==> src/rtl/sms_pkg.sv <==
// Package: shared types of the serial memory slave engine.
// Assumes: one engine per bus; the state codes are only used internally.
package sms_pkg;
    typedef enum logic [2:0] {
        ST_IDLE,   // waiting for a START
        ST_DEV,    // receiving the device byte
        ST_AHI,    // receiving the address high byte
        ST_ALO,    // receiving the address low byte
        ST_WDAT,   // receiving write data
        ST_RDAT    // sending read data
    } sms_state_e;
endpackage

==> src/rtl/sms_line_sync.sv <==
// Module: two-flop synchroniser for N bus lines, plus a third stage that
// holds the previous synchronised value for edge detection.
// Assumes: the lines idle high (pull-ups), so every stage resets to 1.
module sms_line_sync #(
    parameter int N = 2
) (
    input  logic         clk,
    input  logic         rst_n,
    input  logic [N-1:0] raw_i,
    output logic [N-1:0] cur_o,
    output logic [N-1:0] prev_o
);
    localparam int STAGES = 3;

    for (genvar g = 0; g < N; g++) begin : g_line
        logic [STAGES-1:0] pipe;
        // Purpose: shift the raw line through the synchroniser stages.
        always_ff @(posedge clk) begin
            if (!rst_n) pipe <= '1;
            else        pipe <= {pipe[STAGES-2:0], raw_i[g]};
        end
        assign cur_o[g]  = pipe[STAGES-2];
        assign prev_o[g] = pipe[STAGES-1];
    end
endmodule

==> src/rtl/sms_bus_cond.sv <==
// Module: decodes clock edges and START/STOP conditions from the current and
// previous synchronised line values.
// Assumes: the inputs come from the same synchroniser, so they are aligned.
module sms_bus_cond (
    input  logic scl_cur,
    input  logic scl_prev,
    input  logic sda_cur,
    input  logic sda_prev,
    output logic scl_rise,
    output logic scl_fall,
    output logic start_det,
    output logic stop_det
);
    // Purpose: classify the clock edges and the data edges that occur while the clock is high.
    always_comb begin
        scl_rise  = scl_cur & ~scl_prev;
        scl_fall  = ~scl_cur & scl_prev;
        start_det = scl_cur & scl_prev & sda_prev & ~sda_cur;
        stop_det  = scl_cur & scl_prev & ~sda_prev & sda_cur;
    end
endmodule

==> src/rtl/sms_addr_ctr.sv <==
// Module: persistent memory address counter with load and post-increment.
// Assumes: the memory size is 2**W, so the counter wraps naturally at its top.
module sms_addr_ctr #(
    parameter int W = 13
) (
    input  logic         clk,
    input  logic         rst_n,
    input  logic         load_i,
    input  logic [W-1:0] load_val_i,
    input  logic         inc_i,
    output logic [W-1:0] q_o
);
    // Purpose: a load takes priority; otherwise advance by one on each access.
    always_ff @(posedge clk) begin
        if (!rst_n)      q_o <= '0;
        else if (load_i) q_o <= load_val_i;
        else if (inc_i)  q_o <= q_o + 1'b1;
    end
endmodule

==> src/rtl/serial_mem_slave.sv <==
// Module: two-wire serial memory slave engine. It receives the device byte,
// the address and the write data; it shifts out read data and keeps the
// shared address counter.
// Assumes: the bus clock runs well below clk/8; rd_data_i is combinational
// from rd_addr_o; wr_busy_i comes from the page write unit.
module serial_mem_slave
    import sms_pkg::*;
#(
    parameter int                ADDR_W   = 13,
    parameter int                SEL_W    = 3,
    parameter logic [6-SEL_W:0]  DEV_CODE = 4'b1010
) (
    input  logic              clk,
    input  logic              rst_n,
    input  logic              scl_i,
    input  logic              sda_i,
    output logic              sda_oe_o,
    input  logic [SEL_W-1:0]  strap_i,
    input  logic              wr_busy_i,
    output logic              wr_valid_o,
    output logic [ADDR_W-1:0] wr_addr_o,
    output logic [7:0]        wr_data_o,
    output logic              wr_commit_o,
    output logic [ADDR_W-1:0] rd_addr_o,
    input  logic [7:0]        rd_data_i
);
    localparam int HI_W  = ADDR_W - 8;
    localparam int BIT_W = 4;
    localparam logic [BIT_W-1:0] ACK_SLOT = 4'd8;
    localparam logic [BIT_W-1:0] ACK_END  = 4'd9;

    logic [1:0] sync_cur, sync_prev;
    logic       scl_s, sda_s;
    logic       scl_rise, scl_fall, start_det, stop_det;

    sms_state_e         state;
    logic [BIT_W-1:0]   bitcnt;
    logic [7:0]         shreg;
    logic [HI_W-1:0]    hi_q;
    logic               dev_rd, m_ack, got_data;
    logic               dev_match, byte_done, ack_end;
    logic               ctr_load, ctr_inc;

    sms_line_sync #(.N(2)) u_sync (
        .clk    (clk),
        .rst_n  (rst_n),
        .raw_i  ({sda_i, scl_i}),
        .cur_o  (sync_cur),
        .prev_o (sync_prev)
    );

    assign scl_s = sync_cur[0];
    assign sda_s = sync_cur[1];

    sms_bus_cond u_cond (
        .scl_cur   (sync_cur[0]),
        .scl_prev  (sync_prev[0]),
        .sda_cur   (sync_cur[1]),
        .sda_prev  (sync_prev[1]),
        .scl_rise  (scl_rise),
        .scl_fall  (scl_fall),
        .start_det (start_det),
        .stop_det  (stop_det)
    );

    // Purpose: decode byte boundaries and the counter controls.
    always_comb begin
        dev_match = (shreg[7:SEL_W+1] == DEV_CODE) && (shreg[SEL_W:1] == strap_i) && !wr_busy_i;
        byte_done = scl_fall && (bitcnt == ACK_SLOT) && (state != ST_IDLE) && (state != ST_RDAT);
        ack_end   = scl_fall && (bitcnt == ACK_END) && (state != ST_IDLE);
        ctr_load  = !start_det && !stop_det && byte_done && (state == ST_ALO);
        ctr_inc   = !start_det && !stop_det &&
                    ((byte_done && (state == ST_WDAT)) ||
                     (ack_end && (((state == ST_DEV) && dev_rd) || ((state == ST_RDAT) && m_ack))));
    end

    sms_addr_ctr #(.W(ADDR_W)) u_ctr (
        .clk        (clk),
        .rst_n      (rst_n),
        .load_i     (ctr_load),
        .load_val_i ({hi_q, shreg}),
        .inc_i      (ctr_inc),
        .q_o        (rd_addr_o)
    );

    // Purpose: bus state machine covering bit counting, acknowledge, data shifting and the write strobes.
    always_ff @(posedge clk) begin
        if (!rst_n) begin
            state       <= ST_IDLE;
            bitcnt      <= '0;
            shreg       <= '0;
            hi_q        <= '0;
            dev_rd      <= 1'b0;
            m_ack       <= 1'b0;
            got_data    <= 1'b0;
            sda_oe_o    <= 1'b0;
            wr_valid_o  <= 1'b0;
            wr_addr_o   <= '0;
            wr_data_o   <= '0;
            wr_commit_o <= 1'b0;
        end else begin
            wr_valid_o  <= 1'b0;
            wr_commit_o <= 1'b0;
            if (stop_det) begin
                wr_commit_o <= (state == ST_WDAT) && got_data;
                state       <= ST_IDLE;
                bitcnt      <= '0;
                sda_oe_o    <= 1'b0;
            end else if (start_det) begin
                state    <= ST_DEV;
                bitcnt   <= '0;
                sda_oe_o <= 1'b0;
                got_data <= 1'b0;
            end else if (state != ST_IDLE) begin
                if (scl_rise) begin
                    if (bitcnt < ACK_SLOT && state != ST_RDAT) shreg <= {shreg[6:0], sda_s};
                    if (bitcnt == ACK_SLOT && state == ST_RDAT) m_ack <= ~sda_s;
                    if (bitcnt != ACK_END) bitcnt <= bitcnt + 1'b1;
                end
                if (scl_fall) begin
                    if (bitcnt == ACK_SLOT) begin
                        if (state == ST_RDAT) begin
                            sda_oe_o <= 1'b0;
                        end else begin
                            unique case (state)
                                ST_DEV: begin
                                    if (dev_match) begin
                                        sda_oe_o <= 1'b1;
                                        dev_rd   <= shreg[0];
                                    end else begin
                                        state <= ST_IDLE;
                                    end
                                end
                                ST_AHI: begin
                                    sda_oe_o <= 1'b1;
                                    hi_q     <= shreg[HI_W-1:0];
                                end
                                ST_ALO: sda_oe_o <= 1'b1;
                                ST_WDAT: begin
                                    sda_oe_o   <= 1'b1;
                                    wr_valid_o <= 1'b1;
                                    wr_addr_o  <= rd_addr_o;
                                    wr_data_o  <= shreg;
                                    got_data   <= 1'b1;
                                end
                                default: state <= ST_IDLE;
                            endcase
                        end
                    end else if (bitcnt == ACK_END) begin
                        bitcnt   <= '0;
                        sda_oe_o <= 1'b0;
                        unique case (state)
                            ST_DEV: begin
                                if (dev_rd) begin
                                    state    <= ST_RDAT;
                                    shreg    <= rd_data_i;
                                    sda_oe_o <= ~rd_data_i[7];
                                end else begin
                                    state <= ST_AHI;
                                end
                            end
                            ST_AHI:  state <= ST_ALO;
                            ST_ALO:  state <= ST_WDAT;
                            ST_WDAT: state <= ST_WDAT;
                            ST_RDAT: begin
                                if (m_ack) begin
                                    shreg    <= rd_data_i;
                                    sda_oe_o <= ~rd_data_i[7];
                                end else begin
                                    state <= ST_IDLE;
                                end
                            end
                            default: state <= ST_IDLE;
                        endcase
                    end else if (state == ST_RDAT && bitcnt != '0) begin
                        sda_oe_o <= ~shreg[3'd7 - bitcnt[2:0]];
                    end
                end
            end
        end
    end
endmodule

==> config.mk <==
export PLATFORM = sky130hd
export DESIGN_NAME = serial_mem_slave
export DESIGN_NICKNAME = d
export VERILOG_FILES = /design/src/rtl/sms_pkg.sv /design/src/rtl/sms_line_sync.sv /design/src/rtl/sms_bus_cond.sv /design/src/rtl/sms_addr_ctr.sv /design/src/rtl/serial_mem_slave.sv
export SDC_FILE = /design/constraint.sdc
export NUM_CORES = 1
export LEC_CHECK = 0
export BUFFER_PORTS_ARGS = -buffer_cell sky130_fd_sc_hd__buf_2
export CAP_MARGIN = 25
export CORE_MARGIN = 4
export CORE_UTILIZATION = 35
export DETAILED_ROUTE_END_ITERATION = 6
export PLACE_DENSITY_LB_ADDON = 0.1
export SLEW_MARGIN = 25
export SYNTH_ARGS = -nofsm -noshare
export SYNTH_HDL_FRONTEND = slang
export SYNTH_SLANG_ARGS = --single-unit
==> constraint.sdc <==
create_clock -name clk -period 2.8 [get_ports clk]
set_clock_uncertainty 0.15 [all_clocks]
set_input_delay 0.28 -clock clk [delete_from_list [all_inputs] [get_ports clk]]
set_output_delay 0.28 -clock clk [all_outputs]
set_load 0.005 [all_outputs]
======== Word level (Yosys, flattened, before mapping) ========
Cells that the tools add are included.
storage, ports and cells
  bits in registers ....................... 66
  bits of input ports ..................... 16
  output and inout port bits .............. 37
  word-level logic and storage cells ...... 156
operators by class
  add/subtract/negate cells ............... 3
  order comparisons ....................... 2
  equal/unequal tests ..................... 22
  multiplexer cells ....................... 44
  bitwise gates (word level) .............. 20
  reductions and logical operators ........ 49
operators with widths
  kind                   count
  $mux 8                 7
  $reduce_and 7->1       4
  $mux 13                2
  $mux 4                 5
  $logic_and 1x1->1      19
  $mux 1                 18
  $mux 3                 6
  $ne 4x4->1 const B     4
  $pmux 8 s2             1
  $ne 3x3->1 const B     5
  $add 13x1->13 const B  1
  $not 1->1              13
  $eq 4x4->1 const B     3
  $pmux 3 s4             1
  $reduce_bool 2->1      6
  $reduce_and 5->1       2
  $reduce_bool 3->1      3
  $ne 2x2->1 const B     4
  $reduce_and 8->1       1
  $and 1x1->1            7
  $reduce_or 7->1        1
  $eq 3x2->1 const B     2
  $eq 3x3->1 const B     2
  $pmux 3 s2             1
  16 further kinds       22

======== Depth between registers and ports, before layout ========
Gate-level depths: netlist of the first run.
  depth in word-level cells ............... 10
  gate-level depth with buffers ........... 10

======== By module ========
Synthesis of the first run repeated with hierarchy kept, for this count alone.
unflattened totals
  cell total of the unflattened synthesis .. 377
  area total of the unflattened synthesis .. 3405.8 um^2
by module, submodules not included
  module            times used  cells an instance  area an instance (um^2)  sequential area each (um^2)
  serial_mem_slave  1           270                2393.5                   940.9
  sms_addr_ctr      1           87                 792.0                    260.2
  sms_line_sync     1           16                 187.7                    120.1
  sms_bus_cond      1           4                  32.5                     0.0

======== Least setup slack after synthesis of the first run ========
OpenSTA, ideal clock, no wires.
  path kind ............................... register to register
  start point ............................. register bitcnt[1]
  end point ............................... register u_ctr.q_o[9]
  arrival ................................. 2138 ps
  setup slack ............................. 398 ps
  stages on the path, launching flop included .. 11
  path buffers ............................ 3
  cell sequence ........................... dfxtp_1 buf_1 inv_1 ha_1 and3b_1 clkbuf_1 a32oi_2 or2_1 buf_2 a21oi_1 o21a_1
on the way
  word-level cells in the longest chain between the ends .. 8
ends and longest elaborated chain
  what                             RTL line                 text
  start, declared                  serial_mem_slave.sv:37   logic [BIT_W-1:0] bitcnt;
  start signal, assigned           serial_mem_slave.sv:118  if (bitcnt != ACK_END) bitcnt <= bitcnt + 1'b1;
  $eq 4x4->1                       serial_mem_slave.sv:69   byte_done = scl_fall && (bitcnt == ACK_SLOT) && (state != ST_IDLE) && (state != ST_RDAT);
  $logic_and 1x1->1 (3 in series)  serial_mem_slave.sv:69
  $logic_and 1x1->1                serial_mem_slave.sv:73   ((byte_done && (state == ST_WDAT)) ||
  $logic_or 1x1->1                 serial_mem_slave.sv:73
  $logic_and 1x1->1                serial_mem_slave.sv:72   ctr_inc = !start_det && !stop_det &&
  $reduce_bool 2->1 (no line)      n/a
  end signal, assigned             sms_addr_ctr.sv:16       else if (load_i) q_o <= load_val_i;
  end signal, assigned             sms_addr_ctr.sv:17       else if (inc_i) q_o <= q_o + 1'b1;
  end, declared                    sms_addr_ctr.sv:11       output logic [W-1:0] q_o
Several ways; a longest one is shown, not always the timed one.
A chain may end at the register's enable or synchronous reset.

======== Worst setup path in the final report of the first run ========
  start point ............................. register bitcnt[0]
  end point ............................... register u_ctr.q_o[9]
The elaborated chain is that of the path after synthesis.

==> reports/qor.yml, run 1 <==
cells_and_area:
  layout.nets: 482
  multi_input_area_um2: 1910
  n_antenna_cell: 0
  layout-drive-gt1-share_pct: 21.2
  n_fill_cell: 951
  finalInstanceArea_um2: 4040
  final_cell_count_no_fill: 596
  area_growth_syn_to_layout_pct: 19.0
  fin_util_pct: 43.3
  seq_area_um2: 1320
run_status:
  status: "complete, no violations"
timing:
  finalSetupTns_ns: 0
  period_share_pct: 88.2
  hold_viol: 0
  fmax_mhz: 405
  slew_viol_final: 0
  setup_viol: 0
  slew_headroom_pct: 46.9
  grt_setup_unrepaired: "no"
  tightest_slew_ns: 0.797
  setup_ws_ns: 0.329
  post-route-min-period_ns: 2.47
grt:
  grt.busiest_layer: "met2"
  met3_usage_pct: 3.16
  grt_max_degree: 35
  met2_usage_pct: 26.0
  grt_pass1_wl_mm: 15.7
  grt_pass1_vias: 2991
  grtUsageTotal_pct: 17.4
  grtUsageMet1_pct: 24.8
  grt-ovfl-total: 0
  grt_antenna_before_repair: 0
detailed_routing:
  drt_iter0_drc: 148
  drt-total-wl_mm: 9.54
  ant_nets: 0
  drc: 0
  drt_pass1_iterations: 4
  viasPerCell: 5.24
  wl_per_cell_um: 16.0
  vias: 3124
synth:
  synth_warnings: 0
  synth_most_common_cell: "nand2_1"
  synth_area_um2: 3400
  yosys.area.top_type: "dfxtp_1"
  ys_seq_elements: 66
  synth.area.top_cells: "dfxtp_1 (39%), nand2_1 (8.7%), a21oi_1 (6.0%), mux2i_1 (5.3%), mux2_2 (3.0%)"
  syn_nets: 431
  synthDistinctLibCells: 58
  synth.avg_cell_area_um2: 8.26
  ys_seq_area_share_pct: 38.9
  async_flop_share_pct: 0
  synth_cells: 411
  synth_edf_count: 0
  synth_common_cells: "nand2_1 (79), dfxtp_1 (66), a21oi_1 (41)"
  synth_top_area_share_pct: 38.9
  synth_ff_type: "dfxtp_1"
pwr:
  powerDensity_nw_per_um2: 484
  ir_drop_mv: 0.229
  power_leakage_nw: 1.59
floorplanning:
  start_util_pct: 36.4
  ioPinCount: 53
  rows: 35
  die_x_um: 107
  dieArea_um2: 11300
  die_h_um: 107
  core_area_um2: 9330
clock_network:
  clock-sinks: 66
  h-tree-depth: 3
  clk_latency_ns: 0.35
  cts-buffers-inserted: 9
  clkSlewWorstSetupHoldPaths_ns: 0.09
  cts_resized: 0
  post-cts-setup-buffers: 0
  cts_tree: "built"
  postCtsHoldBufs: 2
  cts_root_buf: "clkbuf_8"
  clock_path_buffers: 2
flow_run:
  maxCapViolations: 0
placed_design:
  dp_cells: 578
  dp_slack_ns: 0.331
  dp_hpwl_mm: 6.68
  place_area_um2: 3790
  placement.io_buffers: 52
  routabilityCongestion: 0.851
critical_path:
  arrival_ns: 2.57
  end_kind: "flop"
  start_kind: "flop"
  worstSetupPathType: "flop to flop"
  path_max_fanout: 12
  required_ns: 2.89
worst_hold_path:
  worstHoldPathType: "primary input to flop"
==> state kept, by name (all words and copies together) (netlist names) <==
signal,count
m_ack,1
dev_rd,1
wr_valid_o,1
wr_addr_o,13
bitcnt,4
sda_oe_o,1
wr_commit_o,1
u_ctr.q_o,13
got_data,1
wr_data_o,8
state,3
u_sync.g_line.pipe,6
shreg,8
hi_q,5
==> power by group <==
group          internal [mW]  leakage [nW]  switching (mW)
combinational         0.0260         0.945          0.0465
clock                  0.533         0.111           0.403
sequential             0.942         0.533         0.00543
total                   1.50          1.59           0.455
==> layout make-up <==
| cell class | instances | share of cell area [%] |
|---|---|---|
| multi-input cells | 307 | 47.2 |
| flip-flops and latches | 66 | 32.7 |
| repair buffers | 68 | 9.54 |
| well taps | 129 | 4.00 |
| clock buffers | 11 | 3.50 |
| clock inverters | 5 | 2.11 |
| inverters | 10 | 0.929 |
==> placed cells by master (no fill, tap or decap), types with 4 or more instances in the layout <==
cell / count
or3_1: 7
ha_1: 4
nand2_1: 79
o2bb2ai_1: 6
clkbuf_8: 10
a31oi_1: 5
a21oi_1: 41
o21ai_1: 5
nor3_1: 8
nand3b_1: 6
o31ai_1: 7
mux2i_1: 18
buf_2: 52
inv_1: 9
buf_4: 14
nand2b_1: 9
dfxtp_1: 66
nand3_1: 8
nor2_1: 19
o21ai_0: 11
mux2_2: 9
nand4_1: 7
nor4_1: 4
==> path summary, 6_finish.rpt <==
kind	start	slack (ns)	to	depth (start not counted)
max	bitcnt[0]	0.33	u_ctr.q_o[9]	6
min	rd_data_i[3]	0.04	shreg[3]	3
max reg2reg	bitcnt[0]	0.33	u_ctr.q_o[9]	6
min reg2reg	u_sync.g_line[1].pipe[0]	0.26	u_sync.g_line[1].pipe[1]	1
==> worst max-delay path: stages (launching register included) <==
cell	delay, ns
dfxtp_1	0.47
ha_1	0.23
and3b_1	0.32
a32oi_2	0.19
nor2_1	0.62
o21ai_0	0.20
o21a_1	0.19
==> kinds of logic after synthesis <==
group	after synthesis	synth area share, %
simple gates	173	26.8
flops	66	38.9
mux	27	8.29
buf+inv	38	4.90
xor+xnor	5	1.29
fa+ha+maj	4	1.47
compound gates	98	18.3
==> routing by layer <==
metal | up-vias | wire [µm]
met2 | 71 | 4110
met1 | 1468 | 4800
met4 | 0 | 188
li1 | 1569 | -
met5 | - | 0
met3 | 16 | 436
==> metrics by stage <==
stage | power, mW | hold slack [ns]
after global placement | 1.04 | 0.246
after global routing | 2.03 | 0.0465
after CTS | 1.98 | 0.0345
after floorplan | 1.01 | 0.231
after detailed placement | 1.04 | 0.242
final | 1.96 | 0.0384
No activity file was read; power rests on OpenSTA's default activity.
==> run 2: changes to the inputs <==
- CORE_ASPECT_RATIO: unset -> 0.75
- CORE_MARGIN: 4 -> 2
- REMOVE_ABC_BUFFERS: unset -> 1
==> run 2 against run 1 <==
Effect of this change:
- sequential share of layout area decreased by 0.83 points
- first-iteration DRC count increased by 17%
- hold slack gained 0.032 ns
- via count increased by 0.45%
- fmax up 0.94%
- wire length up 0.83%
- clock power rose by 30%
- sequential power is essentially flat
- setup slack better by 0.023 ns
- flip-flop and latch count unchanged
- die area down 7.3%
==> reports/qor.yml, run 2 (synthesized netlist as in run 1, its figures left out) <==
detailed_routing:
  viasPerCell: 5.23
  ant_nets: 0
  drt-total-wl_mm: 9.62
  drt_pass1_iterations: 4
  drt_iter0_drc: 173
  vias: 3138
  wl_per_cell_um: 16.0
  drc: 0
placed_design:
  placement.io_buffers: 52
  dp_cells: 582
  dp_hpwl_mm: 6.77
  routabilityCongestion: 0.828
  dp_slack_ns: 0.370
  place_area_um2: 3800
timing:
  setup_viol: 0
  fmax_mhz: 409
  hold_viol: 0
  grt_setup_unrepaired: "no"
  tightest_slew_ns: 0.854
  slew_headroom_pct: 42.6
  holdWs_ns: 0.0705
  setup_ws_ns: 0.352
  post-route-min-period_ns: 2.45
  slew_viol_final: 0
  period_share_pct: 87.4
  finalSetupTns_ns: 0
clock_network:
  h-tree-depth: 3
  cts_root_buf: "clkbuf_16"
  clock-sinks: 66
  post-cts-setup-buffers: 0
  cts-buffers-inserted: 9
  clk_latency_ns: 0.33
  clkSlewWorstSetupHoldPaths_ns: 0.06
  cts_resized: 0
  clock_path_buffers: 2
  cts_tree: "built"
critical_path:
  rr_worst_depth: 6
  r2r_slack_ns: 0.35
  path_max_fanout: 13
  endpoint: "u_ctr.q_o[12]"
  required_ns: 2.90
  critPathLaunch: "bitcnt[0]"
  worstSetupPathType: "flop to flop"
  end_kind: "flop"
  arrival_ns: 2.55
  start_kind: "flop"
  worstReg2RegEnd: "u_ctr.q_o[12]"
  r2r_start: "bitcnt[0]"
floorplanning:
  ioPinCount: 53
  rows: 31
  dieArea_um2: 10500
  core_area_um2: 9540
  die_h_um: 89.3
  die_x_um: 118
  start_util_pct: 35.6
cells_and_area:
  final_cell_count_no_fill: 600
  reg_top3: "u_ctr.q_o: 13 flops, wr_addr_o: 13 flops"
  n_antenna_cell: 0
  n_fill_cell: 990
  layout.nets: 483
  fin_util_pct: 43.4
  layout-drive-gt1-share_pct: 21.4
  finalInstanceArea_um2: 4150
  mostFrequentLayoutCell: "nand2_1"
  seq_area_um2: 1320
  area_growth_syn_to_layout_pct: 22.1
  multi_input_area_um2: 1910
  layout_common_cells: "nand2_1 (79), dfxtp_1 (66), buf_2 (52), a21oi_1 (41), nor2_1 (19)"
run_status:
  status: "complete, no violations"
pwr:
  fin_total_pwr_mw: 2.24
  power_leakage_nw: 1.64
  powerDensity_nw_per_um2: 540
  ir_drop_mv: 0.251
grt:
  grt_pass1_wl_mm: 15.5
  grt_antenna_before_repair: 0
  grtUsageTotal_pct: 19.2
  grt_pass1_vias: 2868
  grt_max_degree: 35
  grt-ovfl-total: 0
flow_run:
  maxCapViolations: 0
worst_hold_path:
  worstHoldPathType: "primary input to flop"
==> run 2: cell types whose count changed in the layout (fill, tap and decap cells not counted) <==
cell       change
clkbuf_16      +9
clkbuf_8       -9
clkinv_2       +2
inv_6          -2
buf_4          +1
==> run 2: area by class of cell <==
| type | count | area share (%) |
|---|---|---|
| flip-flops and latches | 66 | 31.9 |
| inverters | 10 | 0.906 |
| repair buffers | 69 | 9.48 |
| clock inverters | 5 | 1.87 |
| multi-input cells | 307 | 46.0 |
| clock buffers | 11 | 5.86 |
| well taps | 132 | 3.98 |
==> run 2: timing repair <==
| action | in CTS | in global routing |
|---|---|---|
| endpoints found under the setup margin | 0 | 0 |
| hold buffers | 2 | 0 |
| endpoints found under the hold margin | 2 | 0 |
==> run 2: worst max-delay path, stage by stage, from the launching register on <==
cell      delay, ns
dfxtp_1        0.45
ha_1           0.23
and3b_1        0.32
a32oi_2        0.19
or2_1          0.41
or4_1          0.52
o211ai_1       0.09
==> run 2: per-layer routing <==
metal	track usage [%]	wire, µm
met1	28.0	5230
met2	27.3	3870
met3	6.19	488
met4	4.60	27
met5	0	0
==> run 2: worst min-delay path by stage <==
stage,from,slack (ns),cells past startpoint,to
6_report,rd_data_i[3],0.07,3,shreg[3]
5_1_grt,rd_data_i[0],0.07,3,shreg[0]
4_1_cts,rd_data_i[0],0.05,3,shreg[0]
3_5_place_dp,u_sync.g_line[0].pipe[0],0.25,1,u_sync.g_line[0].pipe[1]
3_3_place_gp,u_sync.g_line[1].pipe[0],0.24,1,u_sync.g_line[1].pipe[1]
2_1_floorplan,rst_n,0.20,1,u_sync.g_line[1].pipe[2]
==> run 2: power by group <==
group	internal (mW)	switching (mW)	total, mW
registers	0.944	0.00466	0.948
logic	0.0278	0.0465	0.0743
clock network	0.800	0.416	1.22
total	1.77	0.467	2.24
==> run 3: changes to the inputs <==
- CTS_CLUSTER_DIAMETER: unset -> 60
- clock period: 2.8 -> 3.18 ns (I/O delays scaled with it)
==> run 3 against run 2 <==
Effect of this change:
- die area did not move
- non-clock buffer count fell by 10
- via count fell by 2.0%
- sequential power fell by 12%
- clock power fell by 17%
- final area fell by 2.4%
- setup slack improved by 0.081 ns
- utilization fell by 1.0 points
- largest cell class unchanged
==> reports/qor.yml, run 3 (synthesized netlist as in run 1, its figures left out) <==
clock_network:
  clkSlewWorstSetupHoldPaths_ns: 0.06
  postCtsHoldBufs: 0
  cts_resized: 0
  cts-buffers-inserted: 9
  clock-sinks: 66
  cts_tree: "built"
  cts_root_buf: "clkbuf_16"
  h-tree-depth: 3
  clock_path_buffers: 2
  clk_latency_ns: 0.33
  post-cts-setup-buffers: 0
floorplanning:
  start_util_pct: 35.6
  die_x_um: 118
  die_h_um: 89.3
  core_area_um2: 9540
  ioPinCount: 53
  rows: 31
  dieArea_um2: 10500
detailed_routing:
  viasPerCell: 5.21
  drt-total-wl_mm: 9.38
  drt_pass1_iterations: 4
  ant_nets: 0
  wl_per_cell_um: 15.9
  drc: 0
  drt_iter0_drc: 182
  vias: 3075
cells_and_area:
  n_antenna_cell: 0
  area_growth_syn_to_layout_pct: 19.2
  mostFrequentLayoutCell: "nand2_1"
  layout.nets: 473
  layout-drive-gt1-share_pct: 20.3
  layout_common_cells: "nand2_1 (79), dfxtp_1 (66), buf_2 (52), a21oi_1 (41), nor2_1 (19)"
  reg_top3: "u_ctr.q_o: 13 flops, wr_addr_o: 13 flops"
critical_path:
  end_kind: "flop"
  max_stage_delay_ns: 0.67
  cp_cell_sequence: "ha_1, and3b_1, a32oi_2, or2_1, or4_1, o211ai_1"
  required_ns: 3.28
  worstSetupPathType: "flop to flop"
  crit_path_top_delay_cell: "dfxtp_1"
  start_kind: "flop"
  path_max_fanout: 15
  arrival_ns: 2.85
grt:
  grtUsageTotal_pct: 18.3
  grt_max_degree: 36
  grt_pass1_vias: 2755
  grt-ovfl-total: 0
  grt_pass1_wl_mm: 15.1
  grt_antenna_before_repair: 0
  met2_usage_pct: 27.1
  met3_usage_pct: 3.64
  grt.busiest_layer: "met2"
  grtUsageMet1_pct: 26.6
timing:
  hold_viol: 0
  grt_setup_unrepaired: "no"
  setup_viol: 0
  post-route-min-period_ns: 2.75
  period_share_pct: 86.4
  slew_headroom_pct: 43.6
  tightest_slew_ns: 0.837
  finalSetupTns_ns: 0
  fmax_mhz: 364
  slew_viol_final: 0
flow_run:
  maxCapViolations: 0
pwr:
  ir_drop_mv: 0.198
  power_leakage_nw: 1.58
  fin_total_pwr_mw: 1.90
  powerDensity_nw_per_um2: 471
placed_design:
  dp_hpwl_mm: 6.46
  placement.io_buffers: 52
  routabilityCongestion: 0.832
worst_hold_path:
  worstHoldPathType: "primary input to flop"
run_status:
  status: "complete, no violations"
## run 3: changes by cell type in the layout (fill, tap and decap cells not counted)
| cell | previous run | this run |
|---|---|---|
| clkbuf_1 | 1 | 0 |
| clkinv_4 | 0 | 1 |
| dlygate4sd3_1 | 2 | 0 |
| bufinv_16 | 2 | 1 |
| clkinv_2 | 2 | 1 |
| clkbuf_8 | 1 | 0 |
| buf_4 | 15 | 7 |
| inv_6 | 0 | 2 |
| clkinvlp_4 | 1 | 2 |
## run 3: power by group
group / leakage [nW] / switching [mW] / internal (mW)
sequential: 0.533 / 0.00501 / 0.831
clock: 0.142 / 0.397 / 0.612
combinational: 0.901 / 0.0402 / 0.0201
total: 1.58 / 0.442 / 1.46
## run 3: critical path: cells and delay by family, from the launching register on
kind	cells	cell delay, ns
simple gates	3	1.28
compound gates	2	0.28
fa+ha+maj	1	0.30
flops	1	0.67
## run 3: final timing paths
check	from	endpoint	slack [ns]	depth (start not counted)
worst max register to register	bitcnt[0]	u_ctr.q_o[12]	0.43	6
worst min register to register	u_sync.g_line[1].pipe[0]	u_sync.g_line[1].pipe[1]	0.26	1
worst min-delay path	sda_i	u_sync.g_line[1].pipe[0]	0.02	2
worst max-delay path	bitcnt[0]	u_ctr.q_o[12]	0.43	6
## run 3: layout make-up
cell class | instances | area, µm²
clock inverters | 7 | 76.3
inverters | 10 | 37.5
well taps | 132 | 165
repair buffers | 59 | 313
fillers | 1000 | 5500
flip-flops and latches | 66 | 1320
clock buffers | 9 | 225
multi-input cells | 307 | 1910
## run 3: through the flow
| step | instance area (µm²) | cells | util, % | hold slack (ns) | setup WS (ns) |
|---|---|---|---|---|---|
| floorplan | 3270 | 383 | - | 0.236 | 0.838 |
| global placement | 3740 | 574 | 39.2 | 0.237 | 0.588 |
| detailed placement | 3740 | 574 | 39.2 | 0.245 | 0.509 |
| CTS | 4050 | 590 | 42.4 | 0.0178 | 0.478 |
| global route | 4050 | 590 | 42.4 | 0.0382 | 0.261 |
| finish | 4050 | 590 | 42.4 | 0.0241 | 0.434 |
## run 3: routing by layer
| metal | up-vias | wire length (µm) |
|---|---|---|
| li1 | 1552 | - |
| met1 | 1426 | 4890 |
| met2 | 87 | 3840 |
| met3 | 10 | 548 |
| met4 | 0 | 102 |
| met5 | - | 0 |
